<file path="src/rtl/evt_timer_pkg.sv">
package evt_timer_pkg;

    localparam int NUM_CH    = 3;
    localparam int NUM_LINES = 4;
    localparam int ROUTE_W   = $clog2(NUM_LINES);
    localparam int ADDR_W    = 4;

    localparam logic [ADDR_W-1:0] A_CTRL    = 4'h0;
    localparam logic [ADDR_W-1:0] A_STAT    = 4'h1;
    localparam logic [ADDR_W-1:0] A_CNT_LO  = 4'h2;
    localparam logic [ADDR_W-1:0] A_CNT_HI  = 4'h3;
    localparam logic [ADDR_W-1:0] A_CFG_B   = 4'h4;
    localparam logic [ADDR_W-1:0] A_CMP0_LO = 4'h8;
    localparam logic [ADDR_W-1:0] A_CMP0_HI = 4'h9;

    typedef struct packed {
        logic [ROUTE_W-1:0] route;
        logic               wide;
        logic               int_en;
    } ch_cfg_t;

    localparam int CFG_W = $bits(ch_cfg_t);

    function automatic logic [ADDR_W-1:0] cfg_addr(input int ch);
        return A_CFG_B + ADDR_W'(ch);
    endfunction

    function automatic logic [ADDR_W-1:0] cmp_lo_addr(input int ch);
        return (ch == 0) ? A_CMP0_LO : (A_CMP0_HI + ADDR_W'(ch));
    endfunction

endpackage

</file>
<file path="src/rtl/evt_tick_sync.sv">
module evt_tick_sync #(
    parameter int STAGES = 2
) (
    input  logic clk,
    input  logic rst_n,
    input  logic ref_in,
    output logic tick
);
    typedef struct packed {
        logic [STAGES-1:0] sync;
        logic              last;
    } sync_st_t;

    sync_st_t st_d, st_q;

    always_comb begin
        st_d      = st_q;
        st_d.sync = {st_q.sync[STAGES-2:0], ref_in};
        st_d.last = st_q.sync[STAGES-1];
        tick      = st_q.sync[STAGES-1] & ~st_q.last;
    end

    always_ff @(posedge clk or negedge rst_n) begin
        if (!rst_n) st_q <= '0;
        else        st_q <= st_d;
    end
endmodule

</file>
<file path="src/rtl/evt_channel.sv">
module evt_channel
    import evt_timer_pkg::*;
#(
    parameter int CNT_W    = 64,
    parameter int NARROW_W = 32,
    parameter bit WIDE_OK  = 1'b0
) (
    input  logic                clk,
    input  logic                rst_n,
    input  logic                adv,
    input  logic [CNT_W-1:0]    cnt_nxt,
    input  logic                cfg_we,
    input  logic                cmp_lo_we,
    input  logic                cmp_hi_we,
    input  logic [NARROW_W-1:0] wdata,
    input  logic                stat_clr,
    output ch_cfg_t             cfg_o,
    output logic [CNT_W-1:0]    cmp_o,
    output logic                stat_o,
    output logic                req_o
);
    localparam int HI_W = CNT_W - NARROW_W;

    typedef struct packed {
        ch_cfg_t          cfg;
        logic [CNT_W-1:0] cmp;
        logic             stat;
    } ch_st_t;

    ch_st_t st_d, st_q;
    logic   hit;

    generate
        if (WIDE_OK) begin : g_wide
            always_comb begin
                if (st_q.cfg.wide)
                    hit = adv && (cnt_nxt == st_q.cmp);
                else
                    hit = adv && (cnt_nxt[NARROW_W-1:0] == st_q.cmp[NARROW_W-1:0]);
            end
        end else begin : g_narrow
            always_comb begin
                hit = adv && (cnt_nxt[NARROW_W-1:0] == st_q.cmp[NARROW_W-1:0]);
            end
        end
    endgenerate

    always_comb begin
        st_d = st_q;
        if (cfg_we) begin
            st_d.cfg = ch_cfg_t'(wdata[CFG_W-1:0]);
            if (!WIDE_OK) st_d.cfg.wide = 1'b0;
        end
        if (cmp_lo_we)
            st_d.cmp[NARROW_W-1:0] = wdata;
        if (cmp_hi_we && WIDE_OK)
            st_d.cmp[CNT_W-1:NARROW_W] = wdata[HI_W-1:0];
        if (stat_clr)
            st_d.stat = 1'b0;
        if (hit)
            st_d.stat = 1'b1;
    end

    always_ff @(posedge clk or negedge rst_n) begin
        if (!rst_n) st_q <= '0;
        else        st_q <= st_d;
    end

    assign cfg_o  = st_q.cfg;
    assign cmp_o  = st_q.cmp;
    assign stat_o = st_q.stat;
    assign req_o  = st_q.stat & st_q.cfg.int_en;
endmodule

</file>
<file path="src/rtl/evt_irq_router.sv">
module evt_irq_router
    import evt_timer_pkg::*;
(
    input  logic                            legacy,
    input  logic [NUM_CH-1:0]               req,
    input  logic [NUM_CH-1:0][ROUTE_W-1:0]  route,
    output logic [NUM_LINES-1:0]            lines,
    output logic                            pic_tmr,
    output logic                            apic_tmr,
    output logic                            rtc_slot,
    output logic                            pit_quiet,
    output logic                            rtc_quiet
);
    always_comb begin
        lines = '0;
        for (int ch = 0; ch < NUM_CH; ch++) begin
            if (!(legacy && (ch < 2)))
                lines[route[ch]] = lines[route[ch]] | req[ch];
        end
        pic_tmr   = legacy & req[0];
        apic_tmr  = legacy & req[0];
        rtc_slot  = legacy & req[1];
        pit_quiet = legacy;
        rtc_quiet = legacy;
    end
endmodule

</file>
<file path="src/rtl/evt_timer.sv">
module evt_timer
    import evt_timer_pkg::*;
#(
    parameter int CNT_W       = 64,
    parameter int NARROW_W    = 32,
    parameter int SYNC_STAGES = 2
) (
    input  logic                 clk,
    input  logic                 rst_n,
    input  logic                 ref_tick_in,
    input  logic                 wr_en,
    input  logic                 rd_en,
    input  logic [ADDR_W-1:0]    addr,
    input  logic [NARROW_W-1:0]  wdata,
    output logic [NARROW_W-1:0]  rdata,
    output logic [NUM_LINES-1:0] irq_lines,
    output logic                 irq_pic_tmr,
    output logic                 irq_apic_tmr,
    output logic                 irq_rtc_slot,
    output logic                 pit_quiet,
    output logic                 rtc_quiet
);
    localparam int HI_W = CNT_W - NARROW_W;

    typedef struct packed {
        logic                run;
        logic                legacy;
        logic [CNT_W-1:0]    cnt;
        logic [HI_W-1:0]     hi_latch;
        logic [NARROW_W-1:0] rdata;
    } top_st_t;

    top_st_t st_d, st_q;

    logic                           tick;
    logic                           adv;
    logic [CNT_W-1:0]               cnt_nxt;
    logic                           cnt_wr;
    logic [NUM_CH-1:0]              stat;
    logic [NUM_CH-1:0]              stat_clr;
    logic [NUM_CH-1:0]              req;
    logic [NUM_CH-1:0]              int_en;
    logic [NUM_CH-1:0][ROUTE_W-1:0] route;
    ch_cfg_t                        cfg [NUM_CH];
    logic [CNT_W-1:0]               cmp [NUM_CH];
    logic [NARROW_W-1:0]            rd_word;
    logic                           run_q;
    logic                           legacy_q;
    logic [CNT_W-1:0]               cnt_q;

    evt_tick_sync #(.STAGES(SYNC_STAGES)) u_sync (
        .clk    (clk),
        .rst_n  (rst_n),
        .ref_in (ref_tick_in),
        .tick   (tick)
    );

    assign adv     = tick & st_q.run;
    assign cnt_nxt = st_q.cnt + CNT_W'(1);
    assign cnt_wr  = wr_en && ((addr == A_CNT_LO) || (addr == A_CNT_HI));

    genvar gi;
    generate
        for (gi = 0; gi < NUM_CH; gi++) begin : g_ch
            logic cfg_we, lo_we, hi_we;
            assign cfg_we       = wr_en && (addr == cfg_addr(gi));
            assign lo_we        = wr_en && (addr == cmp_lo_addr(gi));
            assign hi_we        = wr_en && (gi == 0) && (addr == A_CMP0_HI);
            assign stat_clr[gi] = wr_en && (addr == A_STAT) && wdata[gi];

            evt_channel #(
                .CNT_W    (CNT_W),
                .NARROW_W (NARROW_W),
                .WIDE_OK  (gi == 0)
            ) u_ch (
                .clk       (clk),
                .rst_n     (rst_n),
                .adv       (adv),
                .cnt_nxt   (cnt_nxt),
                .cfg_we    (cfg_we),
                .cmp_lo_we (lo_we),
                .cmp_hi_we (hi_we),
                .wdata     (wdata),
                .stat_clr  (stat_clr[gi]),
                .cfg_o     (cfg[gi]),
                .cmp_o     (cmp[gi]),
                .stat_o    (stat[gi]),
                .req_o     (req[gi])
            );

            assign route[gi]  = cfg[gi].route;
            assign int_en[gi] = cfg[gi].int_en;
        end
    endgenerate

    evt_irq_router u_router (
        .legacy    (st_q.legacy),
        .req       (req),
        .route     (route),
        .lines     (irq_lines),
        .pic_tmr   (irq_pic_tmr),
        .apic_tmr  (irq_apic_tmr),
        .rtc_slot  (irq_rtc_slot),
        .pit_quiet (pit_quiet),
        .rtc_quiet (rtc_quiet)
    );

    // Read data selection
    always_comb begin
        rd_word = '0;
        case (addr)
            A_CTRL:    rd_word[1:0]        = {st_q.legacy, st_q.run};
            A_STAT:    rd_word[NUM_CH-1:0] = stat;
            A_CNT_LO:  rd_word             = st_q.cnt[NARROW_W-1:0];
            A_CNT_HI:  rd_word[HI_W-1:0]   = st_q.hi_latch;
            A_CMP0_LO: rd_word             = cmp[0][NARROW_W-1:0];
            A_CMP0_HI: rd_word[HI_W-1:0]   = cmp[0][CNT_W-1:NARROW_W];
            default:   rd_word             = '0;
        endcase
        for (int ch = 0; ch < NUM_CH; ch++) begin
            if (addr == cfg_addr(ch))
                rd_word[CFG_W-1:0] = cfg[ch];
            if ((ch > 0) && (addr == cmp_lo_addr(ch)))
                rd_word = cmp[ch][NARROW_W-1:0];
        end
    end

    // Next-state logic for control, counter and read path
    always_comb begin
        st_d = st_q;
        if (wr_en && (addr == A_CTRL)) begin
            st_d.run    = wdata[0];
            st_d.legacy = wdata[1];
        end
        if (adv) begin
            st_d.cnt = cnt_nxt;
        end else if (!st_q.run && wr_en) begin
            if (addr == A_CNT_LO) st_d.cnt[NARROW_W-1:0]     = wdata;
            if (addr == A_CNT_HI) st_d.cnt[CNT_W-1:NARROW_W] = wdata[HI_W-1:0];
        end
        if (rd_en) begin
            st_d.rdata = rd_word;
            if (addr == A_CNT_LO)
                st_d.hi_latch = st_q.cnt[CNT_W-1:NARROW_W];
        end
    end

    always_ff @(posedge clk or negedge rst_n) begin
        if (!rst_n) st_q <= '0;
        else        st_q <= st_d;
    end

    assign rdata    = st_q.rdata;
    assign run_q    = st_q.run;
    assign legacy_q = st_q.legacy;
    assign cnt_q    = st_q.cnt;
endmodule

</file>
<file path="config.mk">
export PLATFORM = sky130hd
export DESIGN_NAME = evt_timer
export DESIGN_NICKNAME = d
export VERILOG_FILES = /design/src/rtl/evt_timer_pkg.sv /design/src/rtl/evt_tick_sync.sv /design/src/rtl/evt_channel.sv /design/src/rtl/evt_irq_router.sv /design/src/rtl/evt_timer.sv
export SDC_FILE = /design/constraint.sdc
export NUM_CORES = 1
export LEC_CHECK = 0
export BUFFER_PORTS_ARGS = -buffer_cell sky130_fd_sc_hd__buf_4
export CAP_MARGIN = 20
export CORE_MARGIN = 10
export CORE_UTILIZATION = 29
export DETAILED_ROUTE_END_ITERATION = 8
export PLACE_DENSITY_LB_ADDON = 0.25
export SLEW_MARGIN = 40
export SYNTH_ARGS = -nofsm -noshare
export SYNTH_HDL_FRONTEND = slang
export SYNTH_SLANG_ARGS = --single-unit
</file>
<file path="constraint.sdc">
create_clock -name clk -period 5.9 [get_ports clk]
set_input_delay 0.295 -clock clk [delete_from_list [all_inputs] [get_ports clk]]
set_output_delay 0.295 -clock clk [all_outputs]
set_load 0.03 [all_outputs]
</file>
==> results of run 1 <==
[how the worst max path moves through the flow]
stage	start	endpoint	slack, ns	depth (start not counted)
final	cnt_q[0]	g_ch[0].u_ch.stat_o	1.37	10
after global placement	cnt_q[0]	g_ch[0].u_ch.stat_o	1.36	9
after global routing	cnt_q[0]	g_ch[0].u_ch.stat_o	1.30	10
after floorplan	cnt_q[0]	g_ch[0].u_ch.stat_o	2.98	11
after detailed placement	cnt_q[0]	g_ch[0].u_ch.stat_o	1.57	9
after CTS	cnt_q[0]	g_ch[0].u_ch.stat_o	1.56	10
[what timing repair did]
| item | CTS | global route |
|---|---|---|
| endpoints found under the setup margin | 0 | 0 |
| endpoints found under the hold margin | 35 | 0 |
| hold buffers | 3 | 0 |
[power by group]
part	internal, mW	total [mW]	switching [mW]
logic	0.725	1.68	0.950
registers	2.27	2.92	0.645
clock network	1.36	2.24	0.883
total	4.36	6.84	2.48
[layout make-up]
type	instances	area (um2)	share of cell area
flip-flops and latches	274	6857	0.3705
clock buffers	47	1033	0.05584
inverters	23	86.33	0.004665
diodes	1	2.502	0.0001352
multi-input cells	1190	8533	0.4611
repair buffers	108	902.1	0.04875
clock inverters	15	156.4	0.008451
well taps	748	935.9	0.05057
[critical path: cells and delay by family, from the launching register on]
family,cells,cell delay [ns]
compound gates,1,0.27
xor+xnor,2,0.51
fa+ha+maj,1,0.30
flops,1,0.56
simple gates,6,2.78
[logic make-up after synthesis]
kind of cell | count (synthesis) | share of synthesized area
AO/OA/AOI/OAI | 355 | 0.1518
XOR/XNOR | 164 | 0.08871
adder cells (fa/ha/maj) | 1 | 0.0007726
buffers and inverters | 185 | 0.05471
flip-flops | 274 | 0.4235
multiplexers | 169 | 0.1173
AND/OR/NAND/NOR | 501 | 0.1633
[flip-flops by register name, indices dropped and copies added, names as in the netlist]
signal and cells:
g_ch.u_ch.cfg_o 10, run_q 1, g_ch.u_ch.stat_o 3, cnt_q 64, st_q 32, rdata 32, g_ch.u_ch.cmp_o 128, u_sync.st_q 1
legacy_q 1, u_sync.st_d 2
[cell usage in the layout, fill, tap and decap left out, types with 5 or more instances in the layout]
master,count
dfrtp_1,274
mux2_2,166
nand2_1,126
buf_4,99
nor2_1,97
xnor2_1,96
o21ai_0,76
xor2_1,68
a22oi_1,56
a21oi_1,53
nand4_1,48
nor3_1,46
nand3_1,44
clkbuf_16,37
a31oi_1,36
nor4_1,34
a221oi_1,26
a22o_1,25
inv_1,23
o311ai_0,16
and4_1,15
and3_1,13
nor3b_1,10
a221o_1,10
clkinv_2,10
a32oi_1,7
clkbuf_8,7
a21o_1,6
nand2b_1,6
or3_1,6
o22ai_1,5
o211ai_1,5
nor3_2,5
a41oi_1,5
o31ai_1,5
nor4_2,5
[stage by stage]
| stage | total power [mW] | hold WS [ns] | util | instances | area [um2] |
|---|---|---|---|---|---|
| after floorplan | 3.840 | -0.0005911 | - | 1649 | 16190 |
| after global placement | 4.558 | 0.3369 | 0.3108 | 2336 | 17150 |
| after detailed placement | 4.586 | 0.2163 | 0.3123 | 2338 | 17240 |
| after CTS | 6.852 | 0.001393 | 0.3344 | 2403 | 18460 |
| after global routing | 7.118 | 0.02071 | 0.3352 | 2405 | 18500 |
| final | 6.839 | 0.01242 | 0.3353 | 2406 | 18510 |
[metal layers]
layer	part of all wire	up-vias	GRT usage	routed length (um)
li1	-	6047	-	-
met1	0.46	7162	0.2938	32450
met2	0.45	556	0.3191	31400
met3	0.060	77	0.02573	4166
met4	0.028	0	0.07042	1978
met5	0	-	0	0
==> key figures, run 1 <==
Die
  – Rows: 86
  – Die ar.: 65680 um2
  – Boundary Pins: 82
  – Starting Density: 0.2933
  – Core area: 55200 um2
  – Die height: 256.3 um
  – Chip Width: 256.3 um

Clock network
  – H-Tree Depth: 2
  – CTS tree: yes
  – Clock Tree Root: clkbuf_16
  – Clock latency on the worst-skew pair: 0.56 ns
  – Post-CTS setup buffer count: 0
  – # clock sinks: 274
  – Number of buffers created by CTS: 35
  – Post-CTS sizing: 0
  – Worst-path clk slew: 0.06 ns
  – Longest Clk Path Bufs: 3

Global route
  – Vias in the first global route: 13640
  – Initial antenna violation count: 5
  – First-pass GRT wire length: 101.2 mm
  – Largest net degree at the start of global routing: 131
  – GRT Overall Usage: 0.2071
  – Total gr overflow: 0

Synthesis
  – Synth unique cells: 69
  – Syn nets: 1691
  – Prevailing post-synth register cell: dfrtp_1
  – Post-synth top area share: 0.4235
  – Asr flop ratio synth: 1.000
  – Post-synthesis sequential area ratio: 0.4235
  – Post-synthesis cell area: 16190 um2
  – Post-synthesis register bit count: 274
  – Post-synthesis area per instance: 9.819 um2
  – Cell taking the most area after synthesis: dfrtp_1
  – Syn. warnings: 0
  – Post-synth EDFFs: 0
  – Commonest cells in the netlist: dfrtp_1, mux2_2, nand2_1
  – Count leader, synth: dfrtp_1
  – Gate Count Post-Synth: 1649
  – Synth area leaders: dfrtp_1, mux2_2, xnor2_1

STA
  – Slew margin rel.: 0.4033
  – # setup viols final: 0
  – Worst-Margin Slew: 0.8877 ns
  – Worst setup margin: 1.372 ns
  – Part of the cycle the worst path needs: 0.7674
  – Final hold vios: 0
  – Tmin final: 4.528 ns
  – Slew Viols, Final: 0
  – RSZ-0062 raised after global routing: false
  – Fin Clk Skew: 0.01597 ns
  – Max frequency: 220.9 MHz
  – Setup TNS: 0 ns

Worst setup path
  – CP dominant cell by count: nand4_1
  – Startpoint Class: flip-flop
  – Reg2reg start: cnt_q[0]
  – CP Cell Sequence: ha_1, and3_1, nand4_1, nor3_1, xnor2_1, xor2_1, nand2_1, nor4_1, nand4_1, o31ai_2
  – CP required: 6.35 ns
  – Slowest cell on the critical path: nor3_1
  – Critical path's largest stage delay: 0.70 ns
  – Crit end category: flip-flop
  – Setup Crit Path Kind: reg -> reg
  – Reg2reg path depth: 10
  – Worst-path maximum fanout: 13
  – Arrival @ worst endpoint: 4.98 ns
  – Setup slack, reg-to-reg: 1.37 ns
  – FF-to-FF End: g_ch[0].u_ch.stat_o

Detailed routing
  – Post-route ant nets: 0
  – Via Count: 13840
  – Post-route DRC: 0
  – Drt first pass iters: 6
  – Drt initial violations: 1482
  – Final WL: 70.00 mm
  – DR vias/cell: 5.753
  – Avg WL per Cell: 29.09 um

Place
  – Final HPWL DP: 51.02 mm
  – GP Congestion: 0.9855
  – Place WS: 1.571 ns
  – Port Buffers: 81

Run status
  – Status: finished, final reports clean

Cells and area
  – Fin nets: 1674
  – Layout cell share with drive strength beyond 1: 0.2227
  – Fill cell total of the finished layout: 5625
  – Layout area overhead: 14.30%

Power and ir drop
  – IR drop worst, VDD: 0.0001786 V
  – Leak: 7.391 nW
  – Pwr per Cell Area: 369.5 nW/um2

Min path
  – HP Class: in -> reg
  – WHS Path Cells: 3
  – Hold path startpoint: wdata[25]
  – Hold endpoint: cnt_q[25]

Flow run
  – Number of max-cap violations: 0
Note: power is estimated with default switching activity, not from simulation.
==> run 2, diff against run 1 <==
==> constraint.sdc (replaced) <==
create_clock -name clk -period 4 [get_ports clk]
set_input_delay 0.2 -clock clk [delete_from_list [all_inputs] [get_ports clk]]
set_output_delay 0.2 -clock clk [all_outputs]
set_load 0.03 [all_outputs]
==> key figures, run 2 (synthesis results as in run 1) <==
Run status
  – Status: finished, final reports clean

Worst setup path
  – Critical path's largest stage delay: 0.56 ns
  – Startpoint Class: flip-flop
  – Arrival @ worst endpoint: 4.34 ns
  – Worst-path maximum fanout: 10
  – CP Cell Sequence: nand4_2, nor4_4, nand3_1, and3b_1, nor4_1, nand4_1, a2111oi_0, nand4_1, o31ai_2
  – Setup slack, reg-to-reg: 0.15 ns
  – FF-to-FF End: g_ch[0].u_ch.stat_o
  – Setup Crit Path Kind: reg -> reg
  – Reg2reg start: cnt_q[9]
  – Slowest cell on the critical path: dfrtp_1
  – Reg2reg path depth: 9
  – Crit end category: flip-flop
  – CP required: 4.49 ns
  – CP dominant cell by count: nand4_1

Clock network
  – Worst-path clk slew: 0.07 ns
  – H-Tree Depth: 1
  – Longest Clk Path Bufs: 3
  – # clock sinks: 274
  – CTS tree: yes
  – Number of buffers created by CTS: 31
  – Clock Tree Root: clkbuf_16
  – Clock latency on the worst-skew pair: 0.61 ns

Global route
  – Vias in the first global route: 13980
  – Total gr overflow: 0
  – Largest net degree at the start of global routing: 67
  – First-pass GRT wire length: 103.9 mm
  – GRT Overall Usage: 0.2104
  – Initial antenna violation count: 5

Cells and area
  – Commonest non-fill, non-tap cell in the layout: dfrtp_1
  – Layout area overhead: 17.58%
  – Max reg flops: 128
  – Fin nets: 1760
  – Most frequent cells in the layout: dfrtp_1, mux2_2, buf_4
  – Util after Layout: 0.3449
  – Layout cell share with drive strength beyond 1: 0.2385
  – ANT cells: 0
  – Fill cell total of the finished layout: 5634

Power and ir drop
  – Pwr per Cell Area: 518.5 nW/um2
  – Leak: 7.717 nW
  – IR drop worst, VDD: 0.0002952 V
  – Total power: 9.872 mW

STA
  – Final hold vios: 0
  – # setup viols final: 0
  – RSZ-0062 raised after global routing: false
  – Fin Clk Skew: 0.03656 ns
  – Tmin final: 3.846 ns
  – Slew Viols, Final: 0
  – Worst setup margin: 0.1539 ns
  – Part of the cycle the worst path needs: 0.9615
  – Worst-Margin Slew: 0.8782 ns
  – Max frequency: 260.0 MHz
  – Slew margin rel.: 0.4104

Min path
  – Hold path startpoint: wr_en
  – WHS Path Cells: 3
  – Hold endpoint: run_q
  – HP Class: in -> reg

Die
  – Core area: 55200 um2
  – Boundary Pins: 82
  – Rows: 86
  – Die height: 256.3 um
  – Die ar.: 65680 um2
  – Starting Density: 0.2933
  – Chip Width: 256.3 um

Detailed routing
  – Via Count: 14200
  – Post-route ant nets: 0
  – Drt initial violations: 1630
  – Drt first pass iters: 6
  – Post-route DRC: 0
  – Final WL: 71.17 mm
  – Avg WL per Cell: 28.60 um
  – DR vias/cell: 5.706

Place
  – Place WS: 0.07097 ns
  – GP Congestion: 0.9909
  – Final HPWL DP: 52.49 mm
  – Port Buffers: 81

Flow run
  – Number of max-cap violations: 0
-- run 2: power by group --
part           total [mW]  leakage (nW)  switching, mW  internal [mW]
sequential           4.26          3.46          0.903           3.35
combinational        2.66          3.76           1.50           1.16
clock                2.95         0.503           1.26           1.69
total                9.87          7.72           3.66           6.21
-- run 2: worst max-delay path, delay by kind of cell (launching register included) --
kind | cells | cell delay (ns)
AO/OA/AOI/OAI | 2 | 0.76
flip-flops | 1 | 0.56
AND/OR/NAND/NOR | 7 | 2.42
-- run 2: worst max path at each step --
stage	from	to	slack (ns)	cells past startpoint
floorplan	cnt_q[0]	g_ch[0].u_ch.stat_o	1.08	11
global placement	cnt_q[0]	g_ch[1].u_ch.stat_o	-0.19	10
detailed placement	cnt_q[0]	g_ch[1].u_ch.stat_o	0.07	10
CTS	cnt_q[0]	g_ch[1].u_ch.stat_o	0.04	10
global route	cnt_q[0]	g_ch[1].u_ch.stat_o	0.03	10
finish	cnt_q[9]	g_ch[0].u_ch.stat_o	0.15	9
-- run 2: through the flow --
step	TNS [ns]	instance area, um2	std cells	hold WS, ns
floorplan	0	16190	1649	-0.09559
global placement	-0.1934	17630	2398	0.3094
detailed placement	0	17670	2399	0.1574
CTS	0	19030	2488	0.06415
global route	0	19040	2488	0.09465
finish	0	19040	2488	0.08156
-- run 2: timing repair --
action,in CTS,in global routing
setup endpoints to repair,0,1
endpoints found under the hold margin,293,0
resized for setup,0,1
hold buffers,34,0
setup buffers,0,0
-- run 2: per-layer routing --
metal  share of wire  track usage  wire length [um]
met3           0.069      0.02770              4898
met2            0.45       0.3310             31950
met5         0.00049            0                35
met4           0.023      0.05125              1631
met1            0.46       0.2994             32650
-- run 2: cell type report --
cell class              instances  area [um2]  share of cell area
multi-input cells            1190        8517              0.4474
flip-flops and latches        274        6857              0.3601
repair buffers                198        1624             0.08530
well taps                     748       935.9             0.04916
clock buffers                  45       908.4             0.04771
clock inverters                10       110.1            0.005783
inverters                      23       86.33            0.004535
==> run 3, diff against run 2 <==
--- a/config.mk
+++ b/config.mk
@@ -5,13 +5,16 @@
 export SDC_FILE = /design/constraint.sdc
 export NUM_CORES = 1
 export LEC_CHECK = 0
+export ABC_AREA = 0
 export BUFFER_PORTS_ARGS = -buffer_cell sky130_fd_sc_hd__buf_4
 export CAP_MARGIN = 20
 export CORE_MARGIN = 10
 export CORE_UTILIZATION = 29
 export DETAILED_ROUTE_END_ITERATION = 8
+export GPL_TIMING_DRIVEN = 0
 export PLACE_DENSITY_LB_ADDON = 0.25
 export SLEW_MARGIN = 40
 export SYNTH_ARGS = -nofsm -noshare
 export SYNTH_HDL_FRONTEND = slang
+export SYNTH_HIERARCHICAL = 1
 export SYNTH_SLANG_ARGS = --single-unit
==> key figures, run 3 <==
Detailed routing
  – Drt initial violations: 1580
  – Post-route DRC: 0
  – DR vias/cell: 5.643
  – Post-route ant nets: 0
  – Final WL: 75.42 mm
  – Drt first pass iters: 5
  – Via Count: 14330
  – Avg WL per Cell: 29.70 um

Worst setup path
  – CP required: 4.45 ns
  – Setup Crit Path Kind: reg -> reg
  – Crit. Startpoint: cnt_q[2]
  – Crit end category: flip-flop
  – Worst-path maximum fanout: 9
  – Reg2reg start: cnt_q[2]
  – Startpoint Class: flip-flop
  – Arrival @ worst endpoint: 4.47 ns

Global route
  – Largest net degree at the start of global routing: 70
  – Total gr overflow: 0
  – Initial antenna violation count: 2
  – Vias in the first global route: 14010
  – First-pass GRT wire length: 106.8 mm
  – GRT Overall Usage: 0.2294

Cells and area
  – Most frequent cells in the layout: dfrtp_1, mux2_2, buf_4
  – Final instance area: 19710 um2
  – Fin nets: 1808
  – Layout area overhead: 22.84%
  – Fill cell total of the finished layout: 5564
  – Layout cell share with drive strength beyond 1: 0.2603
  – Non-filler cells, final: 2539
  – Max reg flops: 128
  – Commonest non-fill, non-tap cell in the layout: dfrtp_1

Clock network
  – Longest Clk Path Bufs: 3
  – # clock sinks: 274
  – Worst-path clk slew: 0.06 ns
  – Clock latency on the worst-skew pair: 0.55 ns
  – H-Tree Depth: 2
  – Clock Tree Root: clkbuf_16
  – Number of buffers created by CTS: 35
  – CTS tree: yes

STA
  – Part of the cycle the worst path needs: 1.006
  – Tmin final: 4.024 ns
  – # setup viols final: 1
  – Max frequency: 248.5 MHz
  – Worst-Margin Slew: 0.9759 ns
  – Worst setup margin: -0.02430 ns
  – Setup TNS: -0.02430 ns
  – RSZ-0062 raised after global routing: false
  – Final hold vios: 0
  – Slew margin rel.: 0.3434
  – Slew Viols, Final: 0
  – Fin Clk Skew: 0.01902 ns

Die
  – Boundary Pins: 82
  – Starting Density: 0.2918
  – Die height: 255.2 um
  – Die ar.: 65130 um2
  – Core area: 54990 um2
  – Rows: 86
  – Chip Width: 255.2 um

Power and ir drop
  – Pwr per Cell Area: 646.8 nW/um2
  – Leak: 7.839 nW
  – IR drop worst, VDD: 0.0003005 V

Synthesis
  – Syn nets: 1632
  – Gate Count Post-Synth: 1590
  – Syn. warnings: 6
  – Post-synthesis cell area: 16040 um2
  – Post-synthesis area per instance: 10.09 um2

Min path
  – Hold path startpoint: rd_en
  – HP Class: in -> reg

Place
  – Port Buffers: 80
  – GP Congestion: 1.024
  – Placed Cells: 2422
  – Place WS: -0.6012 ns
  – Area post-placement: 17750 um2
  – Final HPWL DP: 56.19 mm

Flow run
  – Number of max-cap violations: 0

Run status
  – Status: finished, violations left
  – Failing checks: negative setup slack
run 3: cell count changes in the layout (fill, tap and decap cells not counted), sizes merged, moves of 27 or more:
cell	previous run	this run
o22ai	5	33
nand2	132	91
clkbuf	45	135
a31oi	36	9
o21ai	76	34
xnor2	96	124
a22oi	56	87
run 3: path summary, 6_finish.rpt:
| path | endpoint | slack, ns | cells after the start |
|---|---|---|---|
| hold / removal | rdata[1] | 0.09 | 4 |
| max in group asynchronous | cnt_q[12] | 2.80 | 4 |
| setup / recovery | g_ch[0].u_ch/stat_o | -0.02 | 12 |
| setup reg to reg | g_ch[0].u_ch/stat_o | -0.02 | 12 |
| hold reg to reg | u_sync/st_d[0] | 0.36 | 0 |
| min in group asynchronous | g_ch[1].u_ch/cfg_o[3] | 0.11 | 2 |
run 3: layout make-up:
| type | instances | area (um2) | share of cell area |
|---|---|---|---|
| Buffer | 148 | 782.0 | 0.03968 |
| Sequential cell | 274 | 6857 | 0.3479 |
| Clock buffer | 56 | 1097 | 0.05568 |
| Multi-Input combinational cell | 1142 | 8574 | 0.4351 |
| Clock inverter | 5 | 102.6 | 0.005206 |
| Inverter | 21 | 78.83 | 0.003999 |
| Antenna cell | 1 | 2.502 | 0.0001270 |
| Tap cell | 748 | 935.9 | 0.04749 |
| Timing Repair Buffer | 144 | 1279 | 0.06488 |
run 3: where the power goes:
| part | total (mW) | internal (mW) | switching, mW |
|---|---|---|---|
| clock network | 3.34 | 2.06 | 1.28 |
| registers | 4.39 | 3.53 | 0.859 |
| logic | 5.01 | 1.86 | 3.15 |
run 3: worst max-delay path: stages (launching register included):
cell and delay (ns):
dfrtp_1 0.32, buf_2 0.23, nand3_1 0.48, nor3_4 0.32, buf_4 0.19, nand3_1 0.43
nor2_1 0.34, xnor2_1 0.12, xnor2_1 0.41, nand4_1 0.23, nor4_4 0.37, a21boi_0 0.18
o32ai_1 0.30
run 3: per-layer routing:
metal | share of wire | vias up | global-route usage
met5 | 0 | - | 0
met4 | 0.036 | 0 | 0.07786
met3 | 0.065 | 135 | 0.03208
met2 | 0.46 | 576 | 0.3640
met1 | 0.44 | 7442 | 0.3150
li1 | - | 6174 | -
run 3: timing repair:
action | in CTS | in global routing
endpoints found under the setup margin | 3 | 3
hold endpoints to repair | 304 | 0
cloned | 0 | 0
hold buffers | 34 | 0
buffers inserted | 16 | 10
gates resized for setup | 11 | 20
pin swaps | 7 | 8
run 3: stage by stage:
step                      utilization  hold slack, ns  power (mW)
after floorplan                     -        -0.09559       6.988
after global placement         0.3197          0.3122       8.936
after detailed placement       0.3229         0.07559       9.004
after CTS                      0.3545         0.06885       12.53
after global routing           0.3584          0.1232       13.20
final                          0.3584         0.09296       12.75
